## config.mk

```make
export PLATFORM = sky130hd
export DESIGN_NAME = learn_window_gen
export DESIGN_NICKNAME = d
export VERILOG_FILES = /design/src/rtl/lwin_pkg.sv /design/src/rtl/lwin_delay_line.sv /design/src/rtl/lwin_ctrl.sv /design/src/rtl/lwin_datapath.sv /design/src/rtl/learn_window_gen.sv
export SDC_FILE = /design/constraint.sdc
export NUM_CORES = 1
export LEC_CHECK = 0
export ABC_AREA = 1
export BUFFER_PORTS_ARGS = -buffer_cell sky130_fd_sc_hd__buf_2
export CORE_MARGIN = 2
export CORE_UTILIZATION = 40
export CTS_CLUSTER_SIZE = 8
export DETAILED_ROUTE_END_ITERATION = 16
export PLACE_DENSITY = 0.53
export SYNTH_ARGS = -nofsm -noshare
export SYNTH_HDL_FRONTEND = slang
export SYNTH_SLANG_ARGS = --single-unit
export TNS_END_PERCENT = 10
```

## constraint.sdc

```tcl
create_clock -name clk -period 1.3 [get_ports clk]
set_input_delay 0.195 -clock clk [delete_from_list [all_inputs] [get_ports clk]]
set_output_delay 0.195 -clock clk [all_outputs]
set_load 0.02 [all_outputs]
```

## src/rtl/lwin_pkg.sv

```systemverilog
package lwin_pkg;

  typedef struct packed {
    logic restart;
  } lwinStrobe_t;

  function automatic int clampTicks(input int want, input int limit);
    return (want > limit) ? limit : want;
  endfunction

  function automatic int cntWidth(input int maxVal);
    return (maxVal > 0) ? $clog2(maxVal + 1) : 1;
  endfunction

endpackage

```

## src/rtl/lwin_delay_line.sv

```systemverilog
module lwin_delay_line #(
  parameter int WIDTH = 1,
  parameter int DEPTH = 20
) (
  input  logic             clk,
  input  logic             rstN,
  input  logic [WIDTH-1:0] lineIn,
  output logic [WIDTH-1:0] lineOut
);

  generate
    if (DEPTH == 0) begin : g_pass
      assign lineOut = lineIn;
    end else begin : g_shift
      localparam int WARM_W = lwin_pkg::cntWidth(DEPTH);
      logic [WIDTH-1:0] stages [DEPTH];
      logic [WARM_W-1:0] warm;

      always_ff @(posedge clk or negedge rstN) begin
        if (!rstN) begin
          for (int i = 0; i < DEPTH; i++) stages[i] <= '0;
        end else begin
          stages[0] <= lineIn;
          for (int i = 1; i < DEPTH; i++) stages[i] <= stages[i-1];
        end
      end

      assign lineOut = stages[DEPTH-1];

      // cycles since reset, saturating at DEPTH (checker support)
      always_ff @(posedge clk or negedge rstN) begin
        if (!rstN) warm <= '0;
        else if (warm != WARM_W'(DEPTH)) warm <= warm + 1'b1;
      end

      // nothing reaches the output before a full delay has elapsed
      a_r1_warmup_quiet: assert property (@(posedge clk) disable iff (!rstN)
        (warm < WARM_W'(DEPTH)) |-> (lineOut == '0));
    end
  endgenerate

endmodule

```

## src/rtl/lwin_ctrl.sv

```systemverilog
module lwin_ctrl
  import lwin_pkg::*;
#(
  parameter int NUM_STATES = 4
) (
  input  logic                  clk,
  input  logic                  rstN,
  input  logic [NUM_STATES-1:0] stateIn,
  output lwinStrobe_t           strobes
);

  logic [NUM_STATES-1:0] stateReg;
  logic stateLive;
  logic stateMoved;

  always_ff @(posedge clk or negedge rstN) begin
    if (!rstN) stateReg <= '0;
    else       stateReg <= stateIn;
  end

  assign stateLive  = |stateIn;
  assign stateMoved = (stateIn != stateReg);

  always_comb begin
    strobes = '0;
    strobes.restart = stateLive && stateMoved;
  end

  // a restart is always followed by a changed, non-zero remembered state
  a_r3_restart_moves: assert property (@(posedge clk) disable iff (!rstN)
    strobes.restart |=> ((stateReg != $past(stateReg)) && (stateReg != '0)));

endmodule

```

## src/rtl/lwin_datapath.sv

```systemverilog
module lwin_datapath
  import lwin_pkg::*;
#(
  parameter int NUM_STATES  = 4,
  parameter int NUM_ACTIONS = 2,
  parameter int DELAY_TICKS = 20,
  parameter int ALPHA_TICKS = 20
) (
  input  logic                   clk,
  input  logic                   rstN,
  input  lwinStrobe_t            strobes,
  input  logic [NUM_STATES-1:0]  stateIn,
  input  logic [NUM_ACTIONS-1:0] actSpikeIn,
  input  logic [NUM_ACTIONS-1:0] gammaSpikeIn,
  output logic [NUM_ACTIONS-1:0] actSpikeDly,
  output logic [NUM_STATES-1:0]  stateDly,
  output logic                   gammaBcast,
  output logic                   alphaPulse
);

  localparam int CNT_W = cntWidth(DELAY_TICKS);
  localparam logic [CNT_W-1:0] ALPHA_LOAD = CNT_W'(ALPHA_TICKS);
  localparam logic [CNT_W-1:0] CNT_LIMIT  = CNT_W'(DELAY_TICKS);

  logic [CNT_W-1:0] alphaCnt;

  // one delay line per action neuron
  genvar m;
  generate
    for (m = 0; m < NUM_ACTIONS; m++) begin : g_act
      lwin_delay_line #(.WIDTH(1), .DEPTH(DELAY_TICKS)) actDly_i (
        .clk    (clk),
        .rstN   (rstN),
        .lineIn (actSpikeIn[m]),
        .lineOut(actSpikeDly[m])
      );
    end
  endgenerate

  lwin_delay_line #(.WIDTH(NUM_STATES), .DEPTH(DELAY_TICKS)) stateDly_i (
    .clk    (clk),
    .rstN   (rstN),
    .lineIn (stateIn),
    .lineOut(stateDly)
  );

  assign gammaBcast = |gammaSpikeIn;

  always_ff @(posedge clk or negedge rstN) begin
    if (!rstN)                 alphaCnt <= '0;
    else if (strobes.restart)  alphaCnt <= ALPHA_LOAD;
    else if (alphaCnt != '0)   alphaCnt <= alphaCnt - 1'b1;
  end

  assign alphaPulse = (alphaCnt != '0);

  // every restart reloads the full window
  a_r6_restart_full: assert property (@(posedge clk) disable iff (!rstN)
    strobes.restart |=> (alphaCnt == ALPHA_LOAD));

  // the remaining window never exceeds the delay interval
  a_r5_clamp_bound: assert property (@(posedge clk) disable iff (!rstN)
    alphaCnt <= CNT_LIMIT);

endmodule

```

## src/rtl/learn_window_gen.sv

```systemverilog
module learn_window_gen
  import lwin_pkg::*;
#(
  parameter int NUM_STATES   = 4,
  parameter int NUM_ACTIONS  = 2,
  parameter int TICKS_PER_MS = 4,
  parameter int TD_MS        = 5,
  parameter int TA_MS        = 5
) (
  input  logic                   clk,
  input  logic                   rstN,
  input  logic [NUM_STATES-1:0]  stateIn,
  input  logic [NUM_ACTIONS-1:0] actSpikeIn,
  input  logic [NUM_ACTIONS-1:0] gammaSpikeIn,
  output logic [NUM_ACTIONS-1:0] actSpikeDly,
  output logic [NUM_STATES-1:0]  stateDly,
  output logic                   gammaBcast,
  output logic                   alphaPulse
);

  localparam int DELAY_TICKS = TD_MS * TICKS_PER_MS;
  localparam int ALPHA_REQ   = TA_MS * TICKS_PER_MS;
  localparam int ALPHA_TICKS = clampTicks(ALPHA_REQ, DELAY_TICKS);

  lwinStrobe_t strobes;

  lwin_ctrl #(.NUM_STATES(NUM_STATES)) ctrl_i (
    .clk    (clk),
    .rstN   (rstN),
    .stateIn(stateIn),
    .strobes(strobes)
  );

  lwin_datapath #(
    .NUM_STATES (NUM_STATES),
    .NUM_ACTIONS(NUM_ACTIONS),
    .DELAY_TICKS(DELAY_TICKS),
    .ALPHA_TICKS(ALPHA_TICKS)
  ) dp_i (
    .clk         (clk),
    .rstN        (rstN),
    .strobes     (strobes),
    .stateIn     (stateIn),
    .actSpikeIn  (actSpikeIn),
    .gammaSpikeIn(gammaSpikeIn),
    .actSpikeDly (actSpikeDly),
    .stateDly    (stateDly),
    .gammaBcast  (gammaBcast),
    .alphaPulse  (alphaPulse)
  );

  // the window only closes after a cycle without a restart
  a_r4_close_quiet: assert property (@(posedge clk) disable iff (!rstN)
    $fell(alphaPulse) |-> !$past(strobes.restart));

endmodule

```

# Word level (Yosys, flattened, before mapping)

Index checks and enable logic that the tools add are counted.

Flip-flop bits (word level): 125
Input bits: 10

$add $sub $neg: 1
Equal/unequal tests: 1
Muxes and demuxes: 2
Reductions and logical operators: 5

Operators by type and width:

| cell                                                               | count |
|---|---|
| 5-bit two-way mux                                                  | 2 |
| 5-bit nonzero test                                                 | 1 |
| 5-bit by 1-bit subtractor with 5-bit output, second input constant | 1 |
| 4-bit inequality test                                              | 1 |
| 4-bit OR reduction                                                 | 1 |
| 2-bit nonzero test                                                 | 1 |
| 2-bit OR reduction                                                 | 1 |
| 1-bit logical AND                                                  | 1 |

# Depth between registers and ports, before layout

Word-level depth: 3
Mapped depth: 8

# Modules after synthesis

Synthesis repeated with hierarchy kept, for this count alone.

Cells, all modules: 187
Area total of the unflattened synthesis: 3503.4 um2

Modules (own cells, without submodules):

| module                                        | instances | cells each | area each (um2) |
|---|---|---|---|
| lwin_delay_line at dp_i.stateDly_i            | 1         | 84         | 2031.9 |
| lwin_delay_line at dp_i.g_act[0].actDly_i ... | 2         | 20         | 500.5 |
| lwin_datapath                                 | 1         | 34         | 274.0 |
| lwin_ctrl                                     | 1         | 29         | 196.4 |

# Worst setup path before layout

OpenSTA, ideal clock, no wires.

Kind: register to register
From: register dp_i.alphaCnt[0]
To: register dp_i.alphaCnt[3]
Library setup time: 113 ps
Arrival time: 1076 ps
Required time: 1187 ps
Setup slack: 112 ps
Stages on the path, launching flop included: 8
Path through: dfrtp_1 -> inv_1 -> ha_1 -> nand3_4 -> nand2_1 -> nand2_1 -> nand2_1 -> inv_1

Elaborated cells between the ends (all ways): 5

RTL lines:

| what                                | RTL line               | RTL |
|---|---|---|
| start: declaration                  | lwin_datapath.sv:25    | `logic [CNT_W-1:0] alphaCnt;` |
| start signal: assignment            | lwin_datapath.sv:52    | `else if (alphaCnt != '0) alphaCnt <= alphaCnt - 1'b1;` |
| 5-bit nonzero test                  | --                     |  |
| named net alphaPulse                | learn_window_gen.sv:18 | `output logic alphaPulse` |
| 2-bit nonzero test (no source line) | --                     |  |

The timed path passes the listed nets, and every way through them passes these cells. The select of a mux whose other input is x is not followed.
A chain may end at the register's enable or synchronous reset.

# Worst setup path in the final report

From: register dp_i.alphaCnt[1]
To: output port alphaPulse

Word-level cells in the longest chain between the ends: 1

Ends and longest elaborated chain:

| what               | RTL line               | RTL |
|---|---|---|
| 5-bit nonzero test | lwin_datapath.sv:55    | `assign alphaPulse = (alphaCnt != '0);` |
| end: declaration   | learn_window_gen.sv:18 |  |

Every way passes these cells.

==> flow_metrics.tcl <==
set metrics [dict create \
    status "finished with violations" \
    violations "negative setup slack" \
    tritoncts "built" \
    min_period_ps 1530 \
    ant_nets 0 \
    dr.first_iter.drc_count 61 \
    via_per_inst 4.13 \
    grt_pass1_wl_mm 7.33 \
    crit_arrival_ps 1340 \
    worst_clock_skew_ps 4.63 \
    areaGrowthSynthToFinish_pct 28.8 \
    drive_gt1_share_pct 30.4 \
    syn-cell-area_sq_um 3450 \
    worst-path-buf-inv 2 \
    grt_pass1_vias 1606 \
    period_share_pct 118 \
    numPortBuffers 17 \
    cp-startpoint "dp_i.alphaCnt[1]$_DFFE_PN0P_" \
    reg2reg_depth 9 \
    worst_hold_path_type "in2async" \
    clkSlewWorstSetupHoldPaths_ps 60 \
    clockRootBuffer "clkbuf_8" \
    place_congestion 0.654 \
    netlist_top_cells_area "dfrtp_1 91%, nand2_1 2.1%, buf_4 1.3%, inv_1 1.3%, nand2_2 0.72%" \
    worstReg2RegEnd "dp_i.alphaCnt[3]$_DFFE_PN0P_" \
    ys_types 18 \
    slowest_delay_ps 390 \
    r2r-start "dp_i.alphaCnt[1]$_DFFE_PN0P_" \
    crit_fanout 2 \
    drv_slew 0 \
    yosys.area.top_type "dfrtp_1" \
    total_power_mw 9.10 \
    yosysWarningCount 0 \
    dieArea_sq_um 9390 \
    die_y_microns 96.9 \
    wl_per_cell_microns 11.5 \
    cellPowerDensity_nw_per_um2 2050 \
    clk_latency_ps 500 \
    worstSetupEndpointType "output port" \
    antenna_found_initial 0 \
    num_vias 1465 \
    ioPinCount 18 \
    r2r_setup_slack_ps 50 \
    cts-buffers-inserted 17 \
    diodes 0 \
    clkSinkCount 125 \
    crit_chain "inv_2 -> ha_4 -> nand3_4 -> buf_6" \
    nets 248 \
    tightest_slew_ps 419 \
    hold_viol 0 \
    start_util_pct 41.6 \
    startpoint_type "register" \
    synth_nets 199 \
    drc 0 \
    crit_family "flip-flops" \
    grt_remaining_overflow 0 \
    yosysSeqAreaShare_pct 90.6 \
    grt_max_degree 41 \
    setup_viol 1 \
    cap_violations 0 \
    crit_end "alphaPulse" \
    grt_use_total_pct 10.4 \
    rsz0062_at_grt "true" \
    setup_ws_ps -233 \
    leakage_nw 2.10 \
    dp_hpwl_mm 2.20 \
    crit_type "reg2out" \
    die_w_microns 96.9 \
    synth_area_per_cell_sq_um 18.4 \
    clock_path_buffers 2 \
    worst-path-stages 4 \
    syn_inst 188 \
    required_ps 1110 \
    ir_worst_vdd_mv 0.910 \
    rows 33 \
    relSlewSlack_pct 72.1 \
    detailedPlace.worstSlack_ps 40.1 \
    htreeDepth 4 \
    first_pass_iters 4 \
    synth_seq_cells 125 \
    netlist.area_leader.share_pct 90.6 \
    coreArea_sq_um 8300 \
    wirelength_mm 4.09 \
    fmax_ghz 0.652 \
    critPathSlowestCell "dfrtp_1" \
]
## report_power, final
part	switching [mW]	internal, mW
Sequential	0.0586	4.09
Combinational	0.168	0.115
Clock	1.57	3.09
Total	1.80	7.30
## cells by family after synthesis
logic type / after synthesis / synth area share (%)
simple gates: 36 / 5.33
compound gates: 4 / 0.688
flops: 125 / 90.6
fa+ha+maj: 1 / 0.362
buf+inv: 22 / 3.04
## Yosys cell counts (all sizes together)
master  count
dfrtp     125
inv        16
nand2      23
nor2        6
a21oi       3
buf         6
o21ai       1
nor3        1
nand3       2
ha          1
nand4       3
or2         1
## area by class of cell
| cell class | instances | area, sq um |
|---|---|---|
| timing repair buffer | 36 | 295 |
| clock buffer | 20 | 425 |
| tap | 105 | 131 |
| sequential | 125 | 3130 |
| inverter | 16 | 60.1 |
| multi-input combinational | 41 | 236 |
| fill | 637 | 3850 |
| clock inverter | 12 | 170 |
## sequential cells by signal, summed over array words and instances (netlist names)
name                                count
dp_i.stateDly_i.g_shift.stages         76
dp_i.g_act.actDly_i.lineOut             2
dp_i.g_act.actDly_i.g_shift.stages     38
dp_i.alphaCnt                           5
dp_i.stateDly_i.lineOut                 4
## through the flow
step / instance area, sq um / utilization, % / TNS [ps] / hold slack [ps] / cells
finish: 4450 / 53.6 / -233 / 182 / 355
global route: 4450 / 53.6 / -337 / 193 / 355
CTS: 4420 / 53.2 / -257 / 176 / 352
detailed placement: 3690 / 44.5 / 0 / 165 / 308
global placement: 3690 / 44.5 / 0 / 160 / 308
floorplan: 3450 / - / 0 / -101 / 188
## metal layers
metal	up-vias	share of wire [%]	global-route usage, %
met4	0	2.2	7.15
met2	33	47	14.7
li1	671	-	-
met3	11	4.3	4.77
met1	750	47	12.6
met5	-	0	0
## worst min path at each step
stage	startpoint	endpoint	slack (ps)
after floorplan	rstN	dp_i.alphaCnt[0]$_DFFE_PN0P_	-100
final	rstN	dp_i.stateDly_i.g_shift.stages[6]$_DFF_PN0_	180
after global placement	rstN	dp_i.stateDly_i.g_shift.stages[5]$_DFF_PN0_	160
after global routing	rstN	dp_i.stateDly_i.g_shift.stages[6]$_DFF_PN0_	190
after CTS	rstN	dp_i.stateDly_i.lineOut[1]$_DFF_PN0_	180
after detailed placement	rstN	dp_i.stateDly_i.lineOut[1]$_DFF_PN0_	170
## cell usage in the layout (no fill, tap or decap), types with 4 or more instances in the layout
master / Yosys / final
dfrtp_1: 125 / 125
nand2_1: 19 / 19
clkbuf_16: 0 / 16
buf_2: 0 / 15
inv_1: 12 / 10
buf_4: 6 / 9
dlygate4sd3_1: 0 / 7
inv_2: 4 / 6
nand2_2: 4 / 4
clkinv_2: 0 / 4
bufinv_16: 0 / 4
clkinvlp_4: 0 / 4
## what timing repair did
item | 4_1_cts | 5_1_grt
setup endpoints to repair | 1 | 5
resized for setup | 6 | 2
hold endpoints to repair | 105 | 0
pin swaps | 1 | 0
hold buffers | 7 | 0
setup buffers | 5 | 3
No activity file was read; power rests on OpenSTA's default activity.
